===== src/rtl/mesi_pkg.sv =====
`timescale 1ns/1ps
package mesi_pkg;
  typedef enum logic [1:0] {ST_I = 2'd0, ST_S = 2'd1, ST_E = 2'd2, ST_M = 2'd3} line_st_e;
  typedef enum logic [1:0] {LOC_RD = 2'd0, LOC_WR = 2'd1, LOC_EV = 2'd2} loc_op_e;
  typedef enum logic [1:0] {BUS_RD = 2'd0, BUS_WR = 2'd1, BUS_UP = 2'd2} bus_op_e;

  typedef struct packed {
    logic     shared;
    logic     dirty;
    logic     wb;
    logic     err;
    line_st_e nxt;
  } snp_res_t;

  // Reaction of a line to a bus event seen from another cache.
  function automatic snp_res_t snoop_react(line_st_e cur, bus_op_e op);
    snp_res_t r;
    r.shared = 1'b0;
    r.dirty  = 1'b0;
    r.wb     = 1'b0;
    r.err    = 1'b0;
    r.nxt    = cur;
    case (cur)
      ST_S: begin
        if (op == BUS_RD) r.shared = 1'b1;
        else if (op == BUS_WR || op == BUS_UP) r.nxt = ST_I;
      end
      ST_E: begin
        if (op == BUS_RD) begin r.shared = 1'b1; r.nxt = ST_S; end
        else if (op == BUS_WR) r.nxt = ST_I;
        else if (op == BUS_UP) r.err = 1'b1;
      end
      ST_M: begin
        if (op == BUS_RD) begin r.dirty = 1'b1; r.wb = 1'b1; r.nxt = ST_S; end
        else if (op == BUS_WR) begin r.dirty = 1'b1; r.wb = 1'b1; r.nxt = ST_I; end
        else if (op == BUS_UP) r.err = 1'b1;
      end
      default: ;
    endcase
    return r;
  endfunction

  // State a line takes when its own bus request completes cleanly.
  function automatic line_st_e fill_state(bus_op_e op, logic shared_seen);
    if (op == BUS_RD) return shared_seen ? ST_S : ST_E;
    return ST_M;
  endfunction
endpackage


===== src/rtl/mesi_snoop_unit.sv =====
`timescale 1ns/1ps
module mesi_snoop_unit
  import mesi_pkg::*;
(
  input  logic       snp_valid,
  input  logic [1:0] snp_op,
  input  line_st_e   cur_st,
  output snp_res_t   res
);
  snp_res_t idle_res;

  always_comb begin
    idle_res        = '0;
    idle_res.nxt    = cur_st;
    res = snp_valid ? snoop_react(cur_st, bus_op_e'(snp_op)) : idle_res;
  end
endmodule


===== src/rtl/mesi_state_store.sv =====
`timescale 1ns/1ps
module mesi_state_store
  import mesi_pkg::*;
#(
  parameter int NUM_LINES = 4,
  localparam int IDX_W = $clog2(NUM_LINES),
  localparam int SW = 2
) (
  input  logic                    clk,
  input  logic                    rst_n,
  input  logic                    snp_en,
  input  logic [IDX_W-1:0]        snp_idx,
  input  line_st_e                snp_nxt,
  input  logic                    ld_en,
  input  logic [IDX_W-1:0]        ld_idx,
  input  line_st_e                ld_st,
  output logic [NUM_LINES*SW-1:0] st_vec
);
  for (genvar g = 0; g < NUM_LINES; g++) begin : g_line
    line_st_e st_q;
    // Local load wins: it was already computed from the post-snoop state.
    always_ff @(posedge clk) begin
      if (!rst_n)                                st_q <= ST_I;
      else if (ld_en && ld_idx == IDX_W'(g))     st_q <= ld_st;
      else if (snp_en && snp_idx == IDX_W'(g))   st_q <= snp_nxt;
    end
    assign st_vec[g*SW +: SW] = st_q;
  end
endmodule


===== src/rtl/mesi_local_seq.sv =====
`timescale 1ns/1ps
module mesi_local_seq
  import mesi_pkg::*;
#(
  parameter int NUM_LINES = 4,
  localparam int IDX_W = $clog2(NUM_LINES)
) (
  input  logic             clk,
  input  logic             rst_n,
  input  logic             loc_valid,
  input  logic [1:0]       loc_op,
  input  logic [IDX_W-1:0] loc_idx,
  input  line_st_e         post_st,
  input  logic             bus_done,
  input  logic             bus_shared_in,
  input  logic             bus_dirty_in,
  output logic [IDX_W-1:0] cur_idx,
  output logic             loc_ready,
  output logic             loc_done,
  output logic             bus_req_valid,
  output logic [1:0]       bus_req_op,
  output logic [IDX_W-1:0] bus_req_idx,
  output logic             ld_en,
  output logic [IDX_W-1:0] ld_idx,
  output line_st_e         ld_st,
  output logic             evict_wb,
  output logic [IDX_W-1:0] evict_wb_idx
);
  logic             busy_q;
  bus_op_e          pop_q, eff_op, start_op;
  logic [IDX_W-1:0] pidx_q;
  logic             accept, start, finish;

  assign cur_idx   = busy_q ? pidx_q : loc_idx;
  assign accept    = !busy_q && loc_valid;
  assign finish    = busy_q && bus_done && !bus_dirty_in;
  // An upgrade whose copy was snooped away becomes a full write miss.
  assign eff_op    = (pop_q == BUS_UP && post_st == ST_I) ? BUS_WR : pop_q;

  always_comb begin
    start    = 1'b0;
    start_op = BUS_RD;
    loc_done = 1'b0;
    ld_en    = 1'b0;
    ld_idx   = loc_idx;
    ld_st    = post_st;
    evict_wb = 1'b0;
    if (accept) begin
      case (loc_op_e'(loc_op))
        LOC_RD: begin
          if (post_st == ST_I) begin start = 1'b1; start_op = BUS_RD; end
          else loc_done = 1'b1;
        end
        LOC_WR: begin
          case (post_st)
            ST_I: begin start = 1'b1; start_op = BUS_WR; end
            ST_S: begin start = 1'b1; start_op = BUS_UP; end
            ST_E: begin ld_en = 1'b1; ld_st = ST_M; loc_done = 1'b1; end
            default: loc_done = 1'b1;
          endcase
        end
        LOC_EV: begin
          ld_en    = 1'b1;
          ld_st    = ST_I;
          evict_wb = (post_st == ST_M);
          loc_done = 1'b1;
        end
        default: ;
      endcase
    end
    if (finish) begin
      ld_en    = 1'b1;
      ld_idx   = pidx_q;
      ld_st    = fill_state(eff_op, bus_shared_in);
      loc_done = 1'b1;
    end
  end

  always_ff @(posedge clk) begin
    if (!rst_n) begin
      busy_q <= 1'b0;
      pop_q  <= BUS_RD;
      pidx_q <= '0;
    end else if (start) begin
      busy_q <= 1'b1;
      pop_q  <= start_op;
      pidx_q <= loc_idx;
    end else if (finish) begin
      busy_q <= 1'b0;
    end else if (busy_q) begin
      pop_q  <= eff_op;
    end
  end

  assign loc_ready     = !busy_q;
  assign bus_req_valid = busy_q;
  assign bus_req_op    = pop_q;
  assign bus_req_idx   = pidx_q;
  assign evict_wb_idx  = loc_idx;

  p_req_hold_r10: assert property (@(posedge clk) disable iff (!rst_n)
    (bus_req_valid && !(bus_done && !bus_dirty_in)) |=> (bus_req_valid && $stable(bus_req_idx)));

  p_upgrade_conv_r12: assert property (@(posedge clk) disable iff (!rst_n)
    (bus_req_valid && bus_req_op == 2'd2 && post_st == ST_I && !bus_done) |=> (bus_req_op == 2'd1));

  p_silent_upgrade_r4: assert property (@(posedge clk) disable iff (!rst_n)
    (loc_valid && loc_ready && loc_op == 2'd1 && post_st == ST_E) |=> !bus_req_valid);
endmodule


===== src/rtl/mesi_line_ctrl.sv =====
`timescale 1ns/1ps
module mesi_line_ctrl
  import mesi_pkg::*;
#(
  parameter int NUM_LINES = 4,
  localparam int IDX_W = $clog2(NUM_LINES),
  localparam int SW = 2
) (
  input  logic                    clk,
  input  logic                    rst_n,
  input  logic                    loc_valid,
  input  logic [1:0]              loc_op,
  input  logic [IDX_W-1:0]        loc_idx,
  output logic                    loc_ready,
  output logic                    loc_done,
  input  logic                    snp_valid,
  input  logic [1:0]              snp_op,
  input  logic [IDX_W-1:0]        snp_idx,
  output logic                    snp_shared,
  output logic                    snp_dirty,
  output logic                    snp_wb,
  output logic                    snp_err,
  output logic                    bus_req_valid,
  output logic [1:0]              bus_req_op,
  output logic [IDX_W-1:0]        bus_req_idx,
  input  logic                    bus_done,
  input  logic                    bus_shared_in,
  input  logic                    bus_dirty_in,
  output logic                    evict_wb,
  output logic [IDX_W-1:0]        evict_wb_idx,
  output logic [NUM_LINES*SW-1:0] st_vec
);
  line_st_e         st_arr [NUM_LINES];
  snp_res_t         snp_res;
  line_st_e         post_st;
  logic [IDX_W-1:0] cur_idx;
  logic             ld_en;
  logic [IDX_W-1:0] ld_idx;
  line_st_e         ld_st;

  for (genvar g = 0; g < NUM_LINES; g++) begin : g_unpack
    assign st_arr[g] = line_st_e'(st_vec[g*SW +: SW]);
  end

  mesi_snoop_unit u_snoop (
    .snp_valid (snp_valid),
    .snp_op    (snp_op),
    .cur_st    (st_arr[snp_idx]),
    .res       (snp_res)
  );

  // Snoop-first: the local side sees the state the snoop leaves behind.
  assign post_st = (snp_valid && snp_idx == cur_idx) ? snp_res.nxt : st_arr[cur_idx];

  mesi_local_seq #(.NUM_LINES(NUM_LINES)) u_local (
    .clk           (clk),
    .rst_n         (rst_n),
    .loc_valid     (loc_valid),
    .loc_op        (loc_op),
    .loc_idx       (loc_idx),
    .post_st       (post_st),
    .bus_done      (bus_done),
    .bus_shared_in (bus_shared_in),
    .bus_dirty_in  (bus_dirty_in),
    .cur_idx       (cur_idx),
    .loc_ready     (loc_ready),
    .loc_done      (loc_done),
    .bus_req_valid (bus_req_valid),
    .bus_req_op    (bus_req_op),
    .bus_req_idx   (bus_req_idx),
    .ld_en         (ld_en),
    .ld_idx        (ld_idx),
    .ld_st         (ld_st),
    .evict_wb      (evict_wb),
    .evict_wb_idx  (evict_wb_idx)
  );

  mesi_state_store #(.NUM_LINES(NUM_LINES)) u_store (
    .clk     (clk),
    .rst_n   (rst_n),
    .snp_en  (snp_valid),
    .snp_idx (snp_idx),
    .snp_nxt (snp_res.nxt),
    .ld_en   (ld_en),
    .ld_idx  (ld_idx),
    .ld_st   (ld_st),
    .st_vec  (st_vec)
  );

  assign snp_shared = snp_res.shared;
  assign snp_dirty  = snp_res.dirty;
  assign snp_wb     = snp_res.wb;
  assign snp_err    = snp_res.err;

  p_err_keeps_state_r8: assert property (@(posedge clk) disable iff (!rst_n)
    (snp_valid && snp_err && !(ld_en && ld_idx == snp_idx))
      |=> (st_arr[$past(snp_idx)] == $past(st_arr[snp_idx])));

  p_dirty_leaves_mod_r5: assert property (@(posedge clk) disable iff (!rst_n)
    (snp_valid && snp_dirty) |=> (st_arr[$past(snp_idx)] != ST_M));

  p_evict_invalid_r9: assert property (@(posedge clk) disable iff (!rst_n)
    (loc_valid && loc_ready && loc_op == 2'd2) |=> (st_arr[$past(loc_idx)] == ST_I));

  p_no_resp_on_invalid_r7: assert property (@(posedge clk) disable iff (!rst_n)
    (snp_valid && st_arr[snp_idx] == ST_I) |-> !(snp_shared || snp_dirty || snp_err));
endmodule


===== config.mk =====
export PLATFORM = sky130hd
export DESIGN_NAME = mesi_line_ctrl
export DESIGN_NICKNAME = d
export VERILOG_FILES = /design/src/rtl/mesi_pkg.sv /design/src/rtl/mesi_snoop_unit.sv /design/src/rtl/mesi_state_store.sv /design/src/rtl/mesi_local_seq.sv /design/src/rtl/mesi_line_ctrl.sv
export SDC_FILE = /design/constraint.sdc
export NUM_CORES = 1
export LEC_CHECK = 0
export BUFFER_PORTS_ARGS = -buffer_cell sky130_fd_sc_hd__buf_2
export CORE_ASPECT_RATIO = 2
export CORE_MARGIN = 3
export CORE_UTILIZATION = 32
export DETAILED_ROUTE_END_ITERATION = 16
export PLACE_DENSITY = 0.52
export SLEW_MARGIN = 20
export SYNTH_ARGS = -nofsm -noshare
export SYNTH_HDL_FRONTEND = slang
export SYNTH_SLANG_ARGS = --single-unit

===== constraint.sdc =====
create_clock -name clk -period 7.6 [get_ports clk]
set_clock_uncertainty 0.2 [all_clocks]
set_input_delay 0.38 -clock clk [delete_from_list [all_inputs] [get_ports clk]]
set_output_delay 0.38 -clock clk [all_outputs]
set_load 0.02 [all_outputs]

; ---- Word level (Yosys, flattened, before mapping)
; Index checks and enable logic that the tools add are counted.
[totals]
register_bits = 13
latchBits = 0
ram_bits = 0
rom_bits = 0
input_bits = 15
out_inout_bits = 22
wordCells = 127
n_memories = 0
[classes]
add_sub_neg = 0
mul = 0
div = 0
order_cmp = 2
eq_ne = 19
n_shift = 0
mux = 65
bitwise = 2
reduce_logical = 32
[op_table]
columns = op, count
row1 = two-way mux 2 bit, 34
row2 = "== test 2 bit, second input constant", 11
row3 = two-way mux 1 bit, 22
row4 = logical AND 1 bit, 13
row5 = "== test 2 x 1 -> 1 bit, second input constant", 6
row6 = zero test 2 bit, 6
row7 = one-hot mux 2 bit (2 select lines), 3
row8 = nonzero test 2 bit, 6
row9 = binary-select mux 2 bit (select 2 bit), 2
row10 = ">= comparator 3 bit, second input constant", 2
row11 = two-way mux 6 bit, 1
row12 = NOT 2 -> 3 bit, 2
row13 = OR reduction 2 bit, 3
row14 = one-hot mux 1 bit (2 select lines), 2
row15 = one-hot mux 1 bit (3 select lines), 1
row16 = == test 2 bit, 1
row17 = zero test 1 bit, 2
row18 = "inequality test 2 x 1 -> 1 bit, second input constant", 1
row19 = AND reduction 2 bit, 1
row20 = logical OR 1 bit, 1

; ---- Depth between registers and ports, before layout
; Gate-level depths: netlist of run 1.
[logic_depth]
ltp_word = 18
mapped_depth = 11
ltp_nobuf = 10

; ---- Modules after synthesis
; A second synthesis of run 1 with hierarchy kept.
[hier_totals]
cells_unflattened = 135
area_unflattened_um2 = 1201.2
[modules_own_cells]
columns = module, n_inst, cells_each, area_each_um2, seq_area_each_um2
row1 = mesi_local_seq, 1, 59, 496.7, 100.1
row2 = mesi_state_store, 1, 40, 377.9, 160.2
row3 = mesi_snoop_unit, 1, 27, 191.4, 0.0
row4 = mesi_line_ctrl, 1, 9, 135.1, 0.0

; ---- Least setup slack after synthesis of run 1
; Ideal clock, no wire load.
[synth_timing]
path_type = input to output
start = in snp_idx[1]
end = out loc_done
arrival_ps = 2886
required_time_ps = 7020
slack_ps = 4134
stages = 11
n_path_buf = 1
cell_sequence = buf_2 > mux4_1 > inv_1 > ha_1 > nor4b_1 > a21oi_4 > o22a_4 > o21a_1 > nand3_1 > a21oi_1 > o31ai_1
[synth_via]
elab_chain_cells = 15
elab_cells_between_ends = 25
classes_between = eq/ne (5) / mux (15) / bitwise (1) / reduce/logical (4)
[synth_rtl]
columns = element, line
row1 = from (decl), mesi_line_ctrl.sv:18  ; input logic [IDX_W-1:0] snp_idx,
row2 = NOT 2 -> 3 bit (not written as such), mesi_line_ctrl.sv:48  ; .cur_st (st_arr[snp_idx]),
row3 = binary-select mux 2 bit (select 2 bit), mesi_line_ctrl.sv:48
row4 = two-way mux 2 bit (not written as such) (2 in a row), mesi_line_ctrl.sv:48
row5 = == test 2 bit (tied with other cells), mesi_pkg.sv:23  ; case (cur)
row6 = OR reduction 2 bit (no source line) (tied with other cells), n/a
row7 = one-hot mux 2 bit (2 select lines), mesi_pkg.sv:23
row8 = two-way mux 6 bit, mesi_snoop_unit.sv:15  ; res = snp_valid ? snoop_react(cur_st, bus_op_e'(snp_op)) : idle_res;
row9 = two-way mux 2 bit *, mesi_line_ctrl.sv:53  ; assign post_st = (snp_valid && snp_idx == cur_idx) ? snp_res.nxt : st_arr[cur_idx];
row10 = == test 2 x 1 -> 1 bit or zero test 2 bit (tied branches), "mesi_local_seq.sv:55, mesi_local_seq.sv:51"
row11 = OR reduction 2 bit (no source line), n/a
row12 = two-way mux 1 bit, mesi_local_seq.sv:55  ; case (post_st)
row13 = one-hot mux 1 bit (3 select lines) *, mesi_local_seq.sv:49  ; case (loc_op_e'(loc_op))
row14 = two-way mux 1 bit *, mesi_local_seq.sv:48  ; if (accept) begin
row15 = two-way mux 1 bit *, mesi_local_seq.sv:71  ; if (finish) begin
row16 = to (decl), mesi_line_ctrl.sv:15  ; output logic loc_done,
; Mark *: on every way between the ends. The rest lies on a longest branch, timed or not. The select of a mux whose other input is x is not followed.

; ---- Worst setup path in the final report of run 1
; Same ends and word-level chain as after synthesis.

==> reports/metrics.yaml, run 1 <==
status: "finished clean"
fin_hold_ws_ns: 0.276
fin_cells: 247
dieArea_um2: 5480
fmax_mhz: 266
place_ws_ns: 3.85
overflow: 0
wirelength_um: 4080
crit_fanout: 8
rows: 34
core-area_um2: 4380
area_delta_synth_final_pct: 15.7
setup_tns_ns: 0
drtIter0Drc: 16
setup_slack_ns: 3.84
vias: 1324
first_global_vias: 1338
synth_seq_area_share_pct: 17.7
clk_pin_slew_ns: 0.06
ir_drop_v: 0.0000880
drv_slew: 0
hold_buffers: 0
post-route-period-util_pct: 49.4
cts_root_buf: "clkbuf_8"
cts_resized: 0
synth_cell_types: 52
hold_viol: 0
ioPinCount: 37
r2r_setup_slack_ns: 4.23
leakagePower_nw: 0.774
hold_path_class: "in -> reg"
clock-sinks: 13
cts_buffers: 3
die_w_um: 53.9
place_inst: 243
viasPerCell: 5.36
cp-end-kind: "primary output"
synth_seq_cells: 13
drv_cap: 0
antenna_found_initial: 0
grtUsageTotal_pct: 16.3
synth.cell_area_um2: 1470
internal_power_w: 0.000131
initial_utilization_pct: 33.5
synth.avg_cell_area_um2: 9.05
grt_pass1_wl_um: 6470
dieHeight_um: 102
grt_max_degree: 12
power_w: 0.000197
synth_fp_nets: 188
crit_path_start_kind: "input pin"
period_minus_slack_ns: 3.76
hold_depth: 2
worstHoldStart: "rst_n"
post-dp-hpwl_um: 3580
postSynthCellCount: 162
rsz0062_at_grt: "no"
nNetsFinal: 220
portBuffers: 36
nFillCells: 472
drtPass1Iterations: 4
sw_frac_of_total_pct: 33.5
clock_latency_ns: 0.25
ys_warn_count: 0
reg2reg_depth: 9
arrival_ns: 3.18
switching_power_w: 0.0000660
worstMarginPinSlew_ns: 0.501
seqPwrFrac_pct: 37.8
powerDensity_nw_per_um2: 116
clock_path_buffers: 2
place_congestion: 0.981
reg2reg_to: "u_store.g_line[1].st_q[1]"
antenna_cells: 0
wl_per_cell_um: 16.5
cts_tree: "done"
htree_num_levels: 1
whs_endpoint: "u_local.bus_req_op[0]"
critPathRequiredTime_ns: 7.02
r2r-start: "u_store.g_line[2].st_q[1]"
crit_type: "in -> out"
ant_nets: 0
drive_gt1_share_pct: 31.6
post_cts_buffers: 0
comb_power_share_pct: 30.3
slew-limit-headroom_pct: 66.2
pwr-share-clk_pct: 31.9
finalSetupViolCount: 0
drc: 0
[layout make-up]
| cell class | count | area, µm² | area share (%) |
|---|---|---|---|
| well taps | 54 | 67.6 | 3.98 |
| clock buffers | 4 | 45.0 | 2.65 |
| flip-flops and latches | 13 | 260 | 15.3 |
| repair buffers | 36 | 180 | 10.6 |
| multi-input cells | 130 | 1110 | 65.2 |
| inverters | 10 | 37.5 | 2.21 |
[per-layer routing]
layer  wire [µm]  vias up  global-route usage, %  part of all wire, %
met5           0        -                      0                    0
met4         265        0                   11.2                  6.5
met3         202       18                   2.21                  5.0
met2        2320       47                   30.7                   57
met1        1290      616                   14.7                   32
li1            -      643                      -                    -
[cell usage in the layout (no fill, tap or decap), drive strengths merged, types with 2 or more instances in the layout]
cell / count
dfxtp: 13
nor3: 3
nor3b: 2
o21ai: 3
nor2b: 2
mux2: 2
o211ai: 4
nand2b: 4
buf: 36
xnor2: 2
mux2i: 13
nor2: 14
o21a: 3
or2: 2
nand3b: 2
mux4: 4
o22a: 2
nand3: 4
ha: 11
o31ai: 6
clkbuf: 4
and3: 3
a21oi: 9
nand2: 20
inv: 10
[synthesized netlist by cell type (all sizes together)]
library cell  instances  area (µm²)
dfxtp                13         260
o21a                  3        22.5
nor4                  1        6.26
a31oi                 1        6.26
buf                   7        55.1
nand3b                2        15.0
and2                  1        6.26
a21o                  1        7.51
nor3b                 2        15.0
nand2b                4        25.0
mux2i                13         155
nand3                 4        20.0
nor4b                 1        8.76
a221oi                1        8.76
nor2b                 2        12.5
or3                   1        6.26
o21ai                 3        15.0
xnor2                 2        17.5
xor2                  1        8.76
o211ai                4        43.8
a211o                 1        8.76
ha                   11         138
mux2                  2        22.5
o22ai                 1        6.26
o31ai                 6        63.8
a21oi                 9         101
a31o                  1        17.5
a211oi                1        20.0
or2                   2        12.5
inv                  10        37.5
nor3                  3        15.0
mux4                  4        93.8
and3                  3        18.8
nand4b                1        8.76
clkbuf                2        7.51
nand2                20        77.6
nor2                 14        52.6
o32a                  1        11.3
o221a                 1        11.3
o22a                  2        26.3
[state kept, by name (all words and copies together), names as in the netlist]
name / flops
u_local.bus_req_idx: 2
u_local.bus_req_valid: 1
u_local.bus_req_op: 2
u_store.g_line.st_q: 8
[worst max-delay path, stage by stage]
cell,delay (ns)
buf_2,0.17
mux4_1,0.65
ha_1,0.25
or2_0,0.23
a221oi_1,0.52
nand4b_1,0.24
nand2_2,0.15
a21o_1,0.21
a21oi_1,0.14
o31ai_1,0.08
buf_2,0.16
[worst max-delay path by stage]
stage,start,endpoint,slack (ns),cells past startpoint
3_5_place_dp,snp_idx[1],loc_done,3.85,11
4_1_cts,snp_idx[1],loc_done,3.85,11
2_1_floorplan,snp_idx[1],loc_done,4.13,11
5_1_grt,snp_idx[1],loc_done,3.60,11
3_3_place_gp,snp_idx[1],loc_done,3.94,11
6_report,snp_idx[1],loc_done,3.84,11
[per-stage QoR]
stage,cell area (µm²),util [%]
after floorplan,1470,-
after global routing,1700,38.7
final,1700,38.7
after CTS,1700,38.7
after global placement,1650,37.7
after detailed placement,1650,37.7
[power groups by stage]
| stage | logic (W) | registers (W) | clock network (W) |
|---|---|---|---|
| 2_1_floorplan | 0.0000439 | 0.0000765 | 0 |
| 4_1_cts | 0.0000605 | 0.0000745 | 0.0000632 |
| 3_3_place_gp | 0.0000595 | 0.0000759 | 0 |
| 6_report | 0.0000597 | 0.0000745 | 0.0000627 |
| 3_5_place_dp | 0.0000603 | 0.0000760 | 0 |
| 5_1_grt | 0.0000652 | 0.0000750 | 0.0000665 |
[cells by family (layout without fill, tap and decap cells)]
family / after synthesis / after routing / synth area share, %
AO/OA/AOI/OAI: 36 / 36 / 25.3
XOR/XNOR: 3 / 3 / 1.79
adder cells (fa/ha/maj): 11 / 11 / 9.39
buffers and inverters: 19 / 50 / 6.83
flip-flops: 13 / 13 / 17.7
multiplexers: 19 / 19 / 18.5
AND/OR/NAND/NOR: 61 / 61 / 20.5
Note: power is estimated with default switching activity, not from simulation.
==> run 2: changes to the inputs <==
ABC_AREA = 1   (was not set)
PLACE_DENSITY = 0.54   (was 0.52)
clock period = 3.35 ns   (was 7.6 ns; I/O delays follow)
==> reports/metrics.yaml, run 2 <==
status: "finished clean"
drv_slew: 0  # unchanged
crit_chain: "nand3_1, nand4_1, inv_1, ha_1, or2_2, nand2_1, nand2_1, nand2_1, nand2_2, nand2_1, nand2_1, a21oi_1, o31ai_1, buf_2"
async_flop_share_pct: 0  # unchanged
cts_root_buf: "clkbuf_8"
nNetsFinal: 312  # +42%
dieArea_um2: 5240  # -4.3%
largest_reg_flops: 8  # unchanged
post_cts_buffers: 0  # unchanged
cp_top_family: "simple AND/OR/NAND/NOR gates"
place_inst: 332  # +37%
drc: 0  # unchanged
crit_path_top_delay_cell: "dfxtp_1"
finalSetupViolCount: 0  # unchanged
post-route-period-util_pct: 85.7
clock-sinks: 13  # unchanged
ys_warn_count: 0  # unchanged
antenna_cells: 0  # unchanged
crit_path_start_kind: "register"
synth.cell_area_um2: 1400  # -4.7%
leakagePower_nw: 0.916  # +18%
synth_seq_cells: 13  # unchanged
die_w_um: 52.7  # -2.1%
area_delta_synth_final_pct: 19.4
cts_tree: "done"
clk_pin_slew_ns: 0.06  # about the same
synth_top_cell_by_area: "nand2_1"
crit_fanout: 4  # -4
fin_cells: 337  # +36%
drtIter0Drc: 63  # +47
portBuffers: 36  # unchanged
nFillCells: 458  # -3.0%
synth_seq_area_share_pct: 18.6  # +0.87 points
first_global_vias: 1590  # +19%
ys_top_cells_by_area: "nand2_1, dfxtp_1, nand3_1"
core-area_um2: 4170  # -4.8%
hold_path_class: "in -> reg"
drtPass1Iterations: 4  # unchanged
ioPinCount: 37  # unchanged
grt_pass1_wl_um: 7030  # +8.6%
postSynthCellCount: 248  # +53%
cts_buffers: 3  # unchanged
vias: 1661  # +25%
period_minus_slack_ns: 2.87
antenna_found_initial: 0  # unchanged
critPathMaxStageDelay_ns: 0.43  # -0.22 ns
placed_area_um2: 1610  # -2.3%
path_common_cell: "nand2_1"
drive_gt1_share_pct: 19.6  # -12 points
post-dp-hpwl_um: 3770  # +5.4%
viasPerCell: 4.93  # -8.1%
htree_num_levels: 1  # unchanged
cp-end-kind: "primary output"
wl_per_cell_um: 13.2  # -20%
rsz0062_at_grt: "no"
grtUsageTotal_pct: 17.9  # +1.7 points
worstMarginPinSlew_ns: 0.461  # -0.0395 ns
wirelength_um: 4460  # +9.4%
powerDensity_nw_per_um2: 294  # +150%
slew-limit-headroom_pct: 68.9  # +2.8 points
rows: 33  # -2.9%
r2r_setup_slack_ns: 0.65  # -3.58 ns
synth_most_common_cell: "nand2_1"
fmax_mhz: 348
dieHeight_um: 99.5  # -2.2%
arrival_ns: 2.50  # -0.68 ns
initial_utilization_pct: 33.5  # +0.047 points
yosysTopAreaCellShare_pct: 23.9  # +6.2 points
synth_cell_types: 24  # -54%
crit_type: "reg -> out"
grt_max_degree: 13  # +1
yosys-top-cells-count: "nand2_1, nand3_1, inv_1, nor2_1, a21oi_1"
synth_edf_count: 0  # unchanged
synth.avg_cell_area_um2: 5.64  # -38%
place_congestion: 0.885  # -9.8%
ir_drop_v: 0.000284  # +220%
overflow: 0  # unchanged
synth_fp_nets: 274  # +46%
clock_latency_ns: 0.24  # about the same
drv_cap: 0  # unchanged
top_register: "u_store.g_line.st_q"
power_w: 0.000491  # +150%
final_cell_mix: "nand2_1, nand3_1, buf_2"
clock_path_buffers: 2  # unchanged
postLayoutCellArea_um2: 1670  # -1.6%
hold_viol: 0  # unchanged
layout_commonest_cell: "nand2_1"
critPathBufInv: 2  # unchanged
ys.flop_type: "dfxtp_1"
critPathRequiredTime_ns: 2.98  # -4.04 ns
setup_tns_ns: 0  # unchanged
ant_nets: 0  # unchanged
run 2: changes by cell type in the layout (fill, tap and decap cells not counted), sizes merged, moves of 3 or more:
| cell | before | now |
|---|---|---|
| nand2b | 4 | 0 |
| mux4 | 4 | 0 |
| nand2 | 20 | 98 |
| o31ai | 6 | 2 |
| nor2 | 14 | 19 |
| a21oi | 9 | 14 |
| inv | 10 | 32 |
| and3 | 3 | 0 |
| nand3 | 4 | 39 |
| o21a | 3 | 0 |
| mux2i | 13 | 0 |
| o211ai | 4 | 0 |
run 2: metrics by stage:
step / hold WS [ns] / worst slack (ns) / util (%)
after floorplan: 0.106 / 0.822 / -
after global placement: 0.249 / 0.661 / 38.7
after detailed placement: 0.251 / 0.653 / 38.7
after CTS: 0.0675 / 0.492 / 40.0
after global routing: 0.0812 / 0.267 / 40.0
final: 0.0665 / 0.478 / 40.0
run 2: power by group:
group / switching (W) / internal [W] / total, W
clock network: 0.0000598 / 0.0000841 / 0.000144
logic: 0.000121 / 0.0000543 / 0.000175
registers: 0.00000960 / 0.000162 / 0.000172
total: 0.000190 / 0.000301 / 0.000491
run 2: cells by family (layout without fill, tap and decap cells):
kind of cell / Yosys count / after routing / synth area share, %
adders and majority gates: 11 / 11 / 9.85
buffers and inverters: 39 / 76 / 12.0
DFF: 13 / 13 / 18.6
and+or+nand+nor: 162 / 162 / 50.6
AOI/OAI and AO/OA: 23 / 23 / 8.95
run 2: final cells by class:
class	count	area [µm²]	area share (%)
tap	52	65.1	3.90
clock buffer	4	45.0	2.70
sequential	13	260	15.6
multi-input combinational	196	970	58.1
timing repair buffer	39	205	12.3
inverter	33	124	7.42
run 2: final timing paths:
path | start | end | cells after the start
worst max register to register | u_store.g_line[1].st_q[0] | u_store.g_line[3].st_q[0] | 16
worst max-delay path | u_store.g_line[1].st_q[0] | loc_done | 14
worst min register to register | u_local.bus_req_idx[0] | u_local.bus_req_idx[0] | 2
worst min-delay path | loc_idx[0] | u_local.bus_req_idx[0] | 3
run 2: routing by layer:
metal	global-route usage (%)	up-vias	routed length (µm)
li1	-	862	-
met1	15.3	736	1540
met2	36.1	48	2510
met3	1.95	15	158
met4	10.2	0	249
met5	0	-	0
run 2: what timing repair did:
| action | 4_1_cts | 5_1_grt |
|---|---|---|
| hold buffers | 1 | 0 |
| endpoints found under the hold margin | 1 | 0 |
| gates resized for setup | 0 | 0 |
run 2: worst min-delay path: stages:
cell     delay, ns
buf_2         0.12
o21ai_0       0.08
a21oi_1       0.10
==> run 3: changes to the inputs <==
CORE_ASPECT_RATIO = not set   (was 2)
PLACE_DENSITY = 0.52   (was 0.54)
clock period = 2.7 ns   (was 3.35 ns; I/O delays follow)
==> reports/metrics.yaml, run 3 (synthesis results as in run 2) <==
fmax_mhz: 382
clk_pin_slew_ns: 0.06  # about the same
vias: 1683  # +1.3%
clock-sinks: 13  # unchanged
grt_pass1_wl_um: 7040  # about the same
finalSetupViolCount: 0  # unchanged
top_register: "u_store.g_line.st_q"
htree_num_levels: 1  # unchanged
worstSetupStartpoint: "u_store.g_line[2].st_q[0]"
r2r-start: "u_store.g_line[2].st_q[0]"
ff_latch_area_um2: 268  # +2.9%
rows: 23  # -30%
nFillCells: 472  # +3.1%
cts_root_buf: "clkbuf_8"
crit_fanout: 4  # unchanged
powerDensity_nw_per_um2: 350  # +19%
crit_end: "loc_done"
clock_path_buffers: 2  # unchanged
slew-limit-headroom_pct: 70.0  # +1.0 points
rsz0062_at_grt: "yes"
hold_path_class: "in -> reg"
cts_buffers: 3  # unchanged
initial_utilization_pct: 34.0  # +0.45 points
reg2reg_depth: 17  # +1
place_congestion: 0.816  # -7.8%
post-dp-hpwl_um: 3420  # -9.2%
period_minus_slack_ns: 2.62
nNetsFinal: 326  # +4.5%
dieArea_um2: 5200  # -0.92%
ant_nets: 0  # unchanged
grt_max_degree: 13  # unchanged
crit_type: "reg -> out"
first_global_vias: 1565  # -1.6%
drv_cap: 0  # unchanged
drc: 0  # unchanged
arrival_ns: 2.28  # -0.22 ns
wl_per_cell_um: 12.2  # -7.9%
clock_latency_ns: 0.24  # about the same
hold_viol: 0  # unchanged
cp-end-kind: "primary output"
ir_drop_v: 0.000171  # -40%
worstMarginPinSlew_ns: 0.447  # -0.0143 ns
grtUsageTotal_pct: 16.8  # -1.2 points
layout_commonest_cell: "nand2_1"
viasPerCell: 4.82  # -2.2%
drtPass1Iterations: 4  # unchanged
area_delta_synth_final_pct: 31.0
core-area_um2: 4120  # -1.3%
r2r_setup_slack_ns: 0.20  # -0.45 ns
final_util_pct: 44.5  # +4.5 points
drive_gt1_share_pct: 30.1  # +10 points
status: "finished clean"
drtIter0Drc: 100  # +59%
portBuffers: 36  # unchanged
antenna_found_initial: 0  # unchanged
overflow: 0  # unchanged
critPathRequiredTime_ns: 2.37  # -0.61 ns
wirelength_um: 4250  # -4.6%
dieHeight_um: 72.1  # -28%
drv_slew: 0  # unchanged
reg2reg_to: "u_store.g_line[3].st_q[0]"
power_w: 0.000641  # +30%
largest_reg_flops: 8  # unchanged
fin_hold_ws_ns: 0.0417  # -0.0248 ns
post-route-period-util_pct: 96.9
antenna_cells: 0  # unchanged
ioPinCount: 37  # unchanged
final_cell_mix: "nand2_1, buf_2, nand3_1"
setup_tns_ns: 0  # unchanged
cts_tree: "done"
die_w_um: 72.1  # +37%
leakagePower_nw: 0.992  # +8.3%
crit_path_start_kind: "register"
worstHoldStart: "loc_idx[1]"
multiInputGateArea_um2: 1020  # +4.9%
## run 3: layer usage
layer	part of all wire, %	up-vias	global-route usage (%)	routed length [µm]
li1	-	885	-	-
met1	47	757	22.7	2000
met2	48	39	28.2	2050
met3	4.3	2	2.08	183
met4	0.56	0	4.18	24
met5	0	-	0	0
## run 3: layout make-up
type,instances,area share [%]
Clock buffer,4,2.46
Sequential cell,13,14.6
Timing Repair Buffer,53,17.2
Multi-Input combinational cell,196,55.6
Inverter,33,6.77
Tap cell,50,3.42
## run 3: worst max-delay path, stage by stage, from the launching register on
cell and delay [ns]:
dfxtp_2 0.35, nand3_2 0.06, nand4_1 0.16, inv_1 0.09
ha_2 0.18, inv_2 0.06, nand3_2 0.07, nand2_2 0.07
nand2_1 0.04, nand2_1 0.07, nand2_2 0.08, nand3_2 0.07
nand2_2 0.07, buf_6 0.13, nand2_4 0.05, a21oi_2 0.05
o31ai_1 0.22, buf_2 0.20
## run 3: report_power, final
group	total [W]	leakage (nW)	internal (W)	switching, W
clock	0.000174	0.0228	0.000104	0.0000698
combinational	0.000255	0.861	0.0000929	0.000163
sequential	0.000211	0.108	0.000202	0.00000962
## run 3: worst min path at each step
stage | endpoint | cells past startpoint
floorplan | u_local.bus_req_idx[0] | 2
global placement | u_local.bus_req_op[0] | 3
detailed placement | u_local.bus_req_idx[0] | 3
CTS | u_local.bus_req_idx[1] | 3
global route | u_local.bus_req_idx[1] | 3
finish | u_local.bus_req_idx[1] | 3
## run 3: through the flow
step           cell area [µm²]  setup WS [ns]  instances
5_1_grt                   1830        -0.0907        349
4_1_cts                   1750       0.000951        345
3_3_place_gp              1670         0.0327        338
6_report                  1830         0.0844        349
2_1_floorplan             1400          0.204        248
3_5_place_dp              1670         0.0475        338
## run 3: repair_timing
item,CTS,global route
buffers inserted,2,4
hold buffers,1,0
endpoints found under the hold margin,3,0
gates resized for setup,5,18
pin swaps,1,7
setup endpoints to repair,1,12
cloned,0,0
